## config.mk

```make
export PLATFORM = sky130hd
export DESIGN_NAME = nibble_alu
export DESIGN_NICKNAME = d
export VERILOG_FILES = /design/src/rtl/nibble_alu_pkg.sv /design/src/rtl/nibble_alu_addsub.sv /design/src/rtl/nibble_alu_bitwise.sv /design/src/rtl/nibble_alu_flags.sv /design/src/rtl/nibble_alu.sv
export SDC_FILE = /design/constraint.sdc
export NUM_CORES = 1
export LEC_CHECK = 0
export BUFFER_PORTS_ARGS = -buffer_cell sky130_fd_sc_hd__buf_2
export CAP_MARGIN = 20
export CORE_AREA = 2 2 39 41
export DETAILED_ROUTE_END_ITERATION = 10
export DIE_AREA = 0 0 41 43
export PLACE_DENSITY = 0.63
export SYNTH_ARGS = -nofsm -noshare
export SYNTH_HDL_FRONTEND = slang
export SYNTH_SLANG_ARGS = --single-unit
```

## constraint.sdc

```tcl
create_clock -name vclk -period 2.9
set_clock_uncertainty 0.15 [all_clocks]
set_input_delay 0.145 -clock vclk [all_inputs]
set_output_delay 0.145 -clock vclk [all_outputs]
set_load 0.01 [all_outputs]
```

## src/rtl/nibble_alu_pkg.sv

```systemverilog
package nibble_alu_pkg;

  typedef enum logic [1:0] {
    OP_ADD = 2'b00,
    OP_SUB = 2'b01,
    OP_AND = 2'b10,
    OP_OR  = 2'b11
  } alu_op_e;

  // Packed so that the status port reads {ovf, carry, neg, zero}
  typedef struct packed {
    logic ovf;
    logic carry;
    logic neg;
    logic zero;
  } alu_status_t;

endpackage

```

## src/rtl/nibble_alu_addsub.sv

```systemverilog
module nibble_alu_addsub #(
  parameter int WIDTH = 4
) (
  input  logic [WIDTH-1:0] a_i,
  input  logic [WIDTH-1:0] b_i,
  input  logic             sub_i,
  output logic [WIDTH-1:0] sum_o,
  output logic             carry_o,
  output logic             ovf_o
);
  localparam int MSB = WIDTH - 1;

  function automatic logic [WIDTH:0] wide_add(
    input logic [WIDTH-1:0] x,
    input logic [WIDTH-1:0] y,
    input logic             cin
  );
    return {1'b0, x} + {1'b0, y} + {{WIDTH{1'b0}}, cin};
  endfunction

  // Signed overflow: same-sign addends, result sign differs
  function automatic logic sign_break(input logic xs, input logic ys, input logic rs);
    return (xs == ys) && (rs != xs);
  endfunction

  logic [WIDTH-1:0] b_eff;
  logic [WIDTH:0]   wide_sum;

  assign b_eff    = sub_i ? ~b_i : b_i;
  assign wide_sum = wide_add(a_i, b_eff, sub_i);
  assign sum_o    = wide_sum[MSB:0];
  assign carry_o  = wide_sum[WIDTH];
  assign ovf_o    = sign_break(a_i[MSB], b_eff[MSB], sum_o[MSB]);

  always_comb begin
    if (!sub_i) begin
      AST_ADD_CARRY: assert ({carry_o, sum_o} == ({1'b0, a_i} + {1'b0, b_i})) else $error("add carry");
    end
    if (sub_i) begin
      AST_SUB_DIFF: assert (sum_o == a_i - b_i) else $error("sub diff");
      AST_SUB_NO_BORROW: assert (carry_o == (a_i >= b_i)) else $error("sub carry");
      AST_SUB_OVERFLOW: assert (ovf_o == ((a_i[MSB] != b_i[MSB]) && (sum_o[MSB] != a_i[MSB]))) else $error("sub ovf");
    end
  end

endmodule

```

## src/rtl/nibble_alu_bitwise.sv

```systemverilog
module nibble_alu_bitwise #(
  parameter int WIDTH = 4
) (
  input  logic [WIDTH-1:0] a_i,
  input  logic [WIDTH-1:0] b_i,
  input  logic             or_sel_i,
  output logic [WIDTH-1:0] y_o
);
  logic [WIDTH-1:0] and_w;
  logic [WIDTH-1:0] or_w;

  assign and_w = a_i & b_i;
  assign or_w  = a_i | b_i;
  assign y_o   = or_sel_i ? or_w : and_w;

  always_comb begin
    if (or_sel_i) begin
      AST_OR_COVERS: assert (((y_o & a_i) == a_i) && ((y_o & b_i) == b_i)) else $error("or cover");
    end else begin
      AST_AND_SUBSET: assert (((y_o | a_i) == a_i) && ((y_o | b_i) == b_i)) else $error("and subset");
    end
  end

endmodule

```

## src/rtl/nibble_alu_flags.sv

```systemverilog
module nibble_alu_flags
  import nibble_alu_pkg::*;
#(
  parameter int WIDTH = 4
) (
  input  logic [WIDTH-1:0] res_i,
  input  logic             arith_i,
  input  logic             carry_i,
  input  logic             ovf_i,
  output alu_status_t      status_o
);
  localparam int MSB = WIDTH - 1;

  assign status_o.zero  = ~|res_i;
  assign status_o.neg   = res_i[MSB];
  assign status_o.carry = arith_i & carry_i;
  assign status_o.ovf   = arith_i & ovf_i;

  always_comb begin
    if (!arith_i) begin
      AST_LOGIC_NO_CARRY: assert (!status_o.carry && !status_o.ovf) else $error("logic flags");
    end
    if (status_o.zero) begin
      AST_ZERO_FLAG: assert (res_i == '0) else $error("zero flag");
    end
    if (status_o.neg) begin
      AST_NEG_FLAG: assert ($signed(res_i) < 0) else $error("neg flag");
    end
  end

endmodule

```

## src/rtl/nibble_alu.sv

```systemverilog
module nibble_alu
  import nibble_alu_pkg::*;
#(
  parameter int WIDTH = 4
) (
  input  logic [WIDTH-1:0] opa,
  input  logic [WIDTH-1:0] opb,
  input  logic [1:0]       op_sel,
  output logic [WIDTH-1:0] result,
  output logic [3:0]       status
);
  alu_op_e          op;
  logic             is_arith;
  logic [WIDTH-1:0] arith_res;
  logic [WIDTH-1:0] logic_res;
  logic             arith_carry;
  logic             arith_ovf;
  alu_status_t      flags;

  assign op       = alu_op_e'(op_sel);
  assign is_arith = (op == OP_ADD) || (op == OP_SUB);

  nibble_alu_addsub #(.WIDTH(WIDTH)) u_addsub (
    .a_i     (opa),
    .b_i     (opb),
    .sub_i   (op == OP_SUB),
    .sum_o   (arith_res),
    .carry_o (arith_carry),
    .ovf_o   (arith_ovf)
  );

  nibble_alu_bitwise #(.WIDTH(WIDTH)) u_bitwise (
    .a_i      (opa),
    .b_i      (opb),
    .or_sel_i (op == OP_OR),
    .y_o      (logic_res)
  );

  assign result = is_arith ? arith_res : logic_res;

  nibble_alu_flags #(.WIDTH(WIDTH)) u_flags (
    .res_i    (result),
    .arith_i  (is_arith),
    .carry_i  (arith_carry),
    .ovf_i    (arith_ovf),
    .status_o (flags)
  );

  assign status = flags;

  always_comb begin
    if (op == OP_ADD) begin
      AST_ADD_SUM: assert (result == opa + opb) else $error("add sum");
    end
  end

endmodule

```

---- After elaboration in Yosys (flattened, before gate mapping) ----
Cells that the tools add are included.
operators by class
  $add $sub $neg .......................... 2
  eq/ne operators ......................... 4
  muxes and demuxes ....................... 3
  bitwise gates (word level) .............. 5
  reduce and logical (&&, ||, !) cells .... 5
operators with widths
  operator                                       number
  two-way mux 4 bit                              3
  adder 4 x 4 -> 5 bit                           1
  adder 5 x 1 -> 5 bit                           1
  bitwise AND 4 bit                              1
  NOT 4 bit                                      1
  bitwise OR 4 bit                               1
  OR reduction 4 bit                             1
  bitwise AND 1 bit                              2
  == test 2 x 1 -> 1 bit, second input constant  1
  == test 2 bit, second input constant           1
  zero test 2 bit                                1
  == test 1 bit                                  1
  logical AND 1 bit                              1
  zero test 1 bit                                1
  logical OR 1 bit                               1
  != test 1 bit                                  1
storage, ports and cells
  register bits after elaboration ......... 0
  input bits .............................. 10
  output and inout port bits .............. 8
  word-level logic and storage cells ...... 19

---- Logic depth before layout (Yosys ltp) ----
Gate-level depths: netlist of the first run.
  depth after elaboration ................. 7
  depth in mapped cells ................... 9
  mapped depth without buffers ............ 8

---- Hierarchy ----
A second synthesis of the first run with hierarchy kept.
unflattened totals
  cell total of the unflattened synthesis .. 34
  area total of the unflattened synthesis .. 362.8 µm²
by module, submodules not included
  module              times used  cells each  area an instance (µm²)
  nibble_alu_addsub   1           18          193.9
  nibble_alu          1           8           91.3
  nibble_alu_bitwise  1           4           45.0
  nibble_alu_flags    1           4           32.5

---- Worst setup path before layout of the first run ----
Ideal clock, no wire load.
  path kind ............................... input to output
  start point ............................. in op_sel[1]
  end point ............................... out status[0]
  arrival time ............................ 2.025 ns
  required time ........................... 2.605 ns
  slack ................................... 0.580 ns
  stages on the path ...................... 9
  path buffers ............................ 1
  cell sequence ........................... buf_6 nand2b_1 xnor2_1 inv_1 fa_1 xnor2_1 mux2_4 nor4b_2 o31a_1
on the way
  longest elaborated chain between the ends .. 7
ends and longest elaborated chain
  element                 RTL line                            RTL
  start: declaration      nibble_alu.sv:8                     input logic [1:0] op_sel,
  == test 2 x 1 -> 1 bit  nibble_alu.sv:21, nibble_alu.sv:26
  two-way mux 4 bit       nibble_alu_addsub.sv:29             assign b_eff = sub_i ? ~b_i : b_i;
  adder 4 x 4 -> 5 bit    nibble_alu_addsub.sv:18             return {1'b0, x} + {1'b0, y} + {{WIDTH{1'b0}}, cin};
  adder 5 x 1 -> 5 bit    nibble_alu_addsub.sv:18
  two-way mux 4 bit *     nibble_alu.sv:39                    assign result = is_arith ? arith_res : logic_res;
  named net result[2]     nibble_alu.sv:9                     output logic [WIDTH-1:0] result,
  OR reduction 4 bit *    nibble_alu_flags.sv:14              assign status_o.zero = ~|res_i;
  zero test 1 bit *       nibble_alu_flags.sv:14
  end: declaration        nibble_alu.sv:10                    output logic [3:0] status
Mark *: on every way through the listed nets, which the timed path passes. The rest lies on a longest branch.

---- Final worst setup path of the first run ----
  start point ............................. in op_sel[1]
  end point ............................... out status[0]
on the way
  longest elaborated chain between the ends .. 7
ends and longest elaborated chain
  element                 RTL line
  == test 2 x 1 -> 1 bit  nibble_alu.sv:21, nibble_alu.sv:26
  two-way mux 4 bit       nibble_alu_addsub.sv:29
  adder 4 x 4 -> 5 bit    nibble_alu_addsub.sv:18
  adder 5 x 1 -> 5 bit    nibble_alu_addsub.sv:18
  two-way mux 4 bit *     nibble_alu.sv:39
  OR reduction 4 bit *    nibble_alu_flags.sv:14
  zero test 1 bit *       nibble_alu_flags.sv:14
Every way passes the cells marked *; elsewhere a longest branch is shown, timed or not.

==> results of run 1 <==
[final timing paths]
check | start | slack [ns] | end
worst max-delay path | op_sel[1] | 0.34 | status[0]
worst min-delay path | op_sel[1] | 0.55 | status[2]
[where the power goes]
part / switching, W / internal, W / total, W / leakage, nW
Clock: 0 / 0 / 0 / 0
Combinational: 0.0000526 / 0.0000495 / 0.000102 / 0.242
Sequential: 0 / 0 / 0 / 0
[metrics by stage]
stage / utilization (%) / hold WS, ns / cell area, sq um
floorplan: - / 0.307 / 379
global placement: 34.0 / 0.551 / 470
detailed placement: 34.0 / 0.557 / 470
CTS: 34.0 / 0.561 / 470
global route: 34.0 / 0.594 / 470
finish: 34.0 / 0.554 / 470
[placed cells by master (no fill, tap or decap), drive strengths merged, types with 2 or more instances in the layout]
cell type	n
buf	18
ha	6
inv	5
xnor2	4
nand2	3
nor2b	3
o21ai	3
nor3	2
maj3	2
nor4b	2
[tightest hold or removal path: stages]
cell and delay [ns]:
buf_2 0.22, a21oi_1 0.06, buf_2 0.13
[logic make-up after synthesis]
group / share of synthesized area, %
XOR/XNOR: 9.24
adder cells (fa/ha/maj): 30.7
AO/OA/AOI/OAI: 20.1
AND/OR/NAND/NOR: 26.1
multiplexers: 3.96
buffers and inverters: 9.90
[routing by layer]
layer	vias up	wire (um)	share of wire, %	GRT usage, %
li1	196	-	-	-
met4	0	0	0	0
met2	12	410	50	19.4
met5	-	0	0	0
met3	0	45	5.5	0
met1	180	364	44	14.3
[cell type report]
type,instances,area (sq um),area share (%)
multi-input combinational,40,342,72.6
timing repair buffer,18,90.1,19.1
tap,16,20.0,4.26
inverter,5,18.8,3.99
==> flow_metrics.py, run 1 <==
metrics = {
    "run_status": {
        "status": "complete, no violations",
    },
    "synthesis": {
        "yosysMostFrequentCell": "ha_1",
        "synth_area_per_cell_sq_um": 8.07,
        "ys_seq_area_share_pct": 0,
        "synth_top_area_cell": "ha_1",
        "yosys-top-cells-count": "6 x ha_1, 5 x inv_1, 4 x xnor2_1",
        "ys_warn_count": 0,
        "yosys.cell_types.count": 28,
        "syn_area_sq_um": 379,
        "syn_inst": 47,
        "synth.top_cells.by_area": "ha_1 20%, xnor2_1 9.2%, fa_1 5.3%",
        "yosysTopAreaCellShare_pct": 19.8,
        "syn_nets": 64,
    },
    "detailed_routing": {
        "vias": 388,
        "initialDrtViolationCount": 2,
        "routed_wl_um": 821,
        "wl_per_cell_um": 10.4,
        "first_pass_iters": 4,
        "ant_nets": 0,
        "drc": 0,
        "viasPerCell": 4.91,
    },
    "pwr": {
        "irDropWorstVdd_uv": 46.1,
        "p_per_area_nw_per_um2": 217,
        "fin_total_pwr_w": 0.000102,
        "leakage_nw": 0.242,
    },
    "global_route": {
        "grt_pass1_vias": 354,
        "antenna_found_initial": 0,
        "grtUsageTotal_pct": 10.7,
        "grt_pass1_wl_um": 1420,
        "grt-ovfl-total": 0,
        "grt_start_max_net_pins": 13,
    },
    "sta": {
        "fmax_ghz": 0.390,
        "setup_violations": 0,
        "min_period_ns": 2.56,
        "drv_slew": 0,
        "finalHoldViolCount": 0,
        "setup_ws_ns": 0.335,
        "final.period_utilization_pct": 88.4,
        "fin_tns_setup_ns": 0,
        "timing.slew.headroom_pct": 81.4,
        "tightest_slew_ns": 0.276,
        "rsz0062_at_grt": "no",
    },
    "placement": {
        "post-place-cells": 79,
        "gp_congestion": 0.672,
        "preCtsSetupSlack_ns": 0.345,
        "io_buffers": 18,
    },
    "floorplanning": {
        "die_w_um": 41,
        "die_area_sq_um": 1760,
        "fp.dieH_um": 43,
        "start_util_pct": 27.4,
        "row_count": 14,
        "core_sq_um": 1380,
        "io_pins": 18,
    },
    "critical_path": {
        "worst_path_max_delay_cell": "fa_1",
        "path_cells": "buf_2 -> nand2b_1 -> xnor2_1 -> inv_1 -> fa_1 -> xnor2_1 -> mux2_4 -> nor4b_2 -> o31a_1 -> buf_2",
        "crit_buf_inv": 3,
        "path_class": "primary input to primary output",
        "required_ns": 2.61,
        "crit_arrival_ns": 2.27,
        "crit_fanout": 12,
        "cp.depth": 10,
        "start_kind": "primary input",
        "max_stage_delay_ns": 0.44,
        "crit_family": "simple AND/OR/NAND/NOR gates",
        "end_kind": "primary output",
    },
    "clock_network": {
        "postCtsSetupRepairBufs": 0,
        "cts_hold_buf": 0,
        "ctsResizeCount": 0,
    },
    "layout": {
        "syn_to_final_growth_pct": 24.1,
        "fin_cells": 79,
        "n_clock_buffer": 0,
        "nFillCells": 156,
        "n_antenna_cell": 0,
        "nNetsFinal": 82,
        "seq_cell_count": 0,
        "regArea_sq_um": 0,
        "drive_above_1_share_pct": 36.5,
    },
    "hold_path": {
        "hp-class": "primary input to primary output",
        "min_path_cells": 3,
    },
    "run": {
        "max-cap-violations": 0,
    },
}
(Power assumes the default switching activity.)
==> run 2: changes to the inputs <==
--- a/config.mk
+++ b/config.mk
@@ -11,6 +11,7 @@
 export DETAILED_ROUTE_END_ITERATION = 10
 export DIE_AREA = 0 0 41 43
 export PLACE_DENSITY = 0.63
+export RECOVER_POWER = 100
 export SYNTH_ARGS = -nofsm -noshare
 export SYNTH_HDL_FRONTEND = slang
 export SYNTH_SLANG_ARGS = --single-unit
==> flow_metrics.py, run 2 (synthesis gave the netlist of run 1 again) <==
metrics = {
    "pwr": {
        "p_per_area_nw_per_um2": 215,
        "fin_total_pwr_w": 0.0000983,
        "irDropWorstVdd_uv": 44.4,
        "leakage_nw": 0.221,
    },
    "global_route": {
        "grt-ovfl-total": 0,
        "antenna_found_initial": 0,
        "grt_pass1_wl_um": 1420,
        "grt_pass1_vias": 354,
        "grt_start_max_net_pins": 13,
        "grtUsageTotal_pct": 10.7,
    },
    "layout": {
        "nNetsFinal": 82,
        "regArea_sq_um": 0,
        "multi_input_area_sq_um": 335,
        "syn_to_final_growth_pct": 20.5,
        "n_antenna_cell": 0,
        "drive_above_1_share_pct": 25.4,
        "seq_cell_count": 0,
        "postLayoutCoreUtil_pct": 33.0,
        "most-common-layout-cells": "12 x buf_2, 6 x ha_1, 6 x clkbuf_1",
        "fin_cells": 79,
        "layout.cells.most_common": "buf_2",
        "nFillCells": 164,
        "n_clock_buffer": 0,
    },
    "sta": {
        "fin_tns_setup_ns": 0,
        "drv_slew": 0,
        "timing.slew.headroom_pct": 80.9,
        "final.period_utilization_pct": 90.8,
        "rsz0062_at_grt": "no",
        "tightest_slew_ns": 0.285,
        "finalHoldViolCount": 0,
        "fmax_ghz": 0.380,
        "setup_ws_ns": 0.267,
        "setup_violations": 0,
        "min_period_ns": 2.63,
    },
    "run": {
        "max-cap-violations": 0,
    },
    "floorplanning": {
        "fp.dieH_um": 43,
        "die_w_um": 41,
        "io_pins": 18,
        "core_sq_um": 1380,
        "start_util_pct": 27.4,
        "die_area_sq_um": 1760,
        "row_count": 14,
    },
    "critical_path": {
        "start_kind": "primary input",
        "crit_fanout": 12,
        "required_ns": 2.61,
        "path_class": "primary input to primary output",
        "crit_arrival_ns": 2.34,
        "end_kind": "primary output",
    },
    "placement": {
        "gp_congestion": 0.672,
        "preCtsSetupSlack_ns": 0.345,
        "io_buffers": 18,
        "post-place-cells": 79,
    },
    "run_status": {
        "status": "complete, no violations",
    },
    "detailed_routing": {
        "viasPerCell": 4.85,
        "vias": 383,
        "wl_per_cell_um": 10.6,
        "first_pass_iters": 2,
        "ant_nets": 0,
        "initialDrtViolationCount": 2,
        "routed_wl_um": 841,
        "drc": 0,
    },
    "clock_network": {
        "postCtsSetupRepairBufs": 0,
        "ctsResizeCount": 0,
        "cts_hold_buf": 0,
    },
    "hold_path": {
        "hp-class": "primary input to primary output",
    },
}
-- run 2: report_power, final --
| part | leakage, nW | switching [W] | total (W) | internal [W] |
|---|---|---|---|---|
| clock network | 0 | 0 | 0 | 0 |
| logic | 0.221 | 0.0000523 | 0.0000983 | 0.0000459 |
| registers | 0 | 0 | 0 | 0 |
| total | 0.221 | 0.0000523 | 0.0000983 | 0.0000459 |
-- run 2: final timing paths --
check                  from   endpoint  slack, ns  cells past startpoint
setup / recovery  op_sel[1]  status[0]       0.27                     10
hold / removal       opa[1]  result[1]       0.54                      4
-- run 2: worst max-delay path, stage by stage --
cell and delay [ns]:
buf_2 0.18, nand2b_1 0.24, xnor2_1 0.22, inv_1 0.09, fa_1 0.44, xnor2_1 0.14, mux2_4 0.27, nor4b_1 0.31
o31a_1 0.18, buf_2 0.12
-- run 2: through the flow --
stage	instance area [sq um]	hold WS [ns]
after floorplan	379	0.307
after global placement	470	0.551
after detailed placement	470	0.557
after CTS	470	0.561
after global routing	457	0.577
final	457	0.545
-- run 2: layer usage --
metal | global-route usage [%] | share of wire, %
met1 | 14.3 | 46
met2 | 19.4 | 48
met3 | 0 | 6.1
met4 | 0 | 0
met5 | 0 | 0
-- run 2: final cells by class --
| class | count | share of cell area, % |
|---|---|---|
| inverters | 5 | 4.11 |
| multi-input cells | 40 | 73.4 |
| well taps | 16 | 4.38 |
| repair buffers | 18 | 18.1 |
==> run 3: changes to the inputs <==
==> constraint.sdc (replaced) <==
create_clock -name vclk -period 2.7
set_clock_uncertainty 0.15 [all_clocks]
set_input_delay 0.135 -clock vclk [all_inputs]
set_output_delay 0.135 -clock vclk [all_outputs]
set_load 0.01 [all_outputs]
==> flow_metrics.py, run 3 (synthesis gave the netlist of run 1 again) <==
metrics = {
    "layout": {
        "regArea_sq_um": 0,
        "most-common-layout-cells": "11 x buf_2, 7 x clkbuf_1, 6 x ha_1",
        "multi_input_area_sq_um": 342,
        "drive_above_1_share_pct": 26.6,
        "nNetsFinal": 83,
        "nFillCells": 159,
        "syn_to_final_growth_pct": 23.8,
        "seq_cell_count": 0,
        "postLayoutCoreUtil_pct": 33.9,
        "n_antenna_cell": 0,
        "n_clock_buffer": 0,
        "layout.cells.most_common": "buf_2",
    },
    "global_route": {
        "antenna_found_initial": 0,
        "grt.busiest_layer": "met2",
        "grt-ovfl-total": 0,
        "grtUsageTotal_pct": 9.71,
        "grtUsageMet1_pct": 10.8,
        "grt_pass1_wl_um": 1280,
        "met2_usage_pct": 19.7,
        "grt_start_max_net_pins": 11,
        "grt_pass1_vias": 342,
        "grt_use_met3_pct": 0,
    },
    "detailed_routing": {
        "drc": 0,
        "wl_per_cell_um": 10.8,
        "routed_wl_um": 867,
        "vias": 391,
        "viasPerCell": 4.89,
        "initialDrtViolationCount": 3,
        "ant_nets": 0,
        "first_pass_iters": 3,
    },
    "critical_path": {
        "path_cells": "buf_2 -> nand2b_1 -> xnor2_1 -> inv_1 -> fa_1 -> xnor2_1 -> mux2_4 -> nor4b_2 -> o31a_1 -> buf_2",
        "path_class": "primary input to primary output",
        "end_kind": "primary output",
        "cp.depth": 10,
        "required_ns": 2.41,
        "crit_family": "simple AND/OR/NAND/NOR gates",
        "worst_path_max_delay_cell": "fa_1",
        "start_kind": "primary input",
        "crit_arrival_ns": 2.20,
        "crit_buf_inv": 3,
        "crit_fanout": 3,
        "max_stage_delay_ns": 0.43,
    },
    "clock_network": {
        "ctsResizeCount": 0,
        "cts_hold_buf": 0,
        "postCtsSetupRepairBufs": 0,
    },
    "pwr": {
        "switching_share_pct": 53.6,
        "power.net_switching_w": 0.0000581,
        "pwr-share-clk_pct": 0,
        "irDropWorstVdd_uv": 47.8,
        "leakage_nw": 0.225,
        "combPwrFrac_pct": 100.0,
        "p_per_area_nw_per_um2": 231,
        "seqPwrFrac_pct": 0,
        "p_int_w": 0.0000502,
    },
    "sta": {
        "final.period_utilization_pct": 91.9,
        "min_period_ns": 2.48,
        "fmax_ghz": 0.403,
        "setup_violations": 0,
        "tightest_slew_ns": 0.263,
        "rsz0062_at_grt": "no",
        "fin_tns_setup_ns": 0,
        "drv_slew": 0,
        "finalHoldViolCount": 0,
        "timing.slew.headroom_pct": 82.2,
        "hold_ws_ns": 0.541,
    },
    "run": {
        "max-cap-violations": 0,
    },
    "hold_path": {
        "hp-class": "primary input to primary output",
        "min_path_cells": 4,
    },
    "floorplanning": {
        "core_sq_um": 1380,
        "fp.dieH_um": 43,
        "io_pins": 18,
        "die_w_um": 41,
        "row_count": 14,
        "die_area_sq_um": 1760,
        "start_util_pct": 27.4,
    },
    "placement": {
        "io_buffers": 18,
        "dpl.hpwl_um": 755,
        "gp_congestion": 0.697,
    },
    "run_status": {
        "status": "complete, no violations",
    },
}
==> run 3: cell count changes in the layout (fill, tap and decap cells not counted), sizes merged <==
cell,before,now
clkbuf,6,7
==> run 3: final timing paths <==
kind,start,end
max,op_sel[1],status[0]
min,opa[1],result[1]
==> run 3: cell type report <==
class | count | share of cell area, %
well taps | 16 | 4.27
inverters | 5 | 4.00
repair buffers | 19 | 18.9
multi-input cells | 40 | 72.8
==> run 3: power by group through the flow <==
stage / clock network (W) / logic, W / registers [W]
floorplan: 0 / 0.0000780 / 0
global placement: 0 / 0.000110 / 0
detailed placement: 0 / 0.000112 / 0
CTS: 0 / 0.000113 / 0
global route: 0 / 0.000121 / 0
finish: 0 / 0.000108 / 0
==> run 3: per-stage QoR <==
stage	worst slack, ns	area, sq um	total power (W)	cells
2_1_floorplan	0.400	379	0.0000780	47
3_3_place_gp	0.257	478	0.000110	80
3_5_place_dp	0.223	478	0.000112	80
4_1_cts	0.212	478	0.000113	80
5_1_grt	0.0670	469	0.000121	80
6_report	0.219	469	0.000108	80
==> run 3: metal layers <==
layer | part of all wire, % | up-vias
met4 | 0 | 0
met1 | 45 | 180
met5 | 0 | -
met2 | 50 | 12
met3 | 5.7 | 0
li1 | - | 199
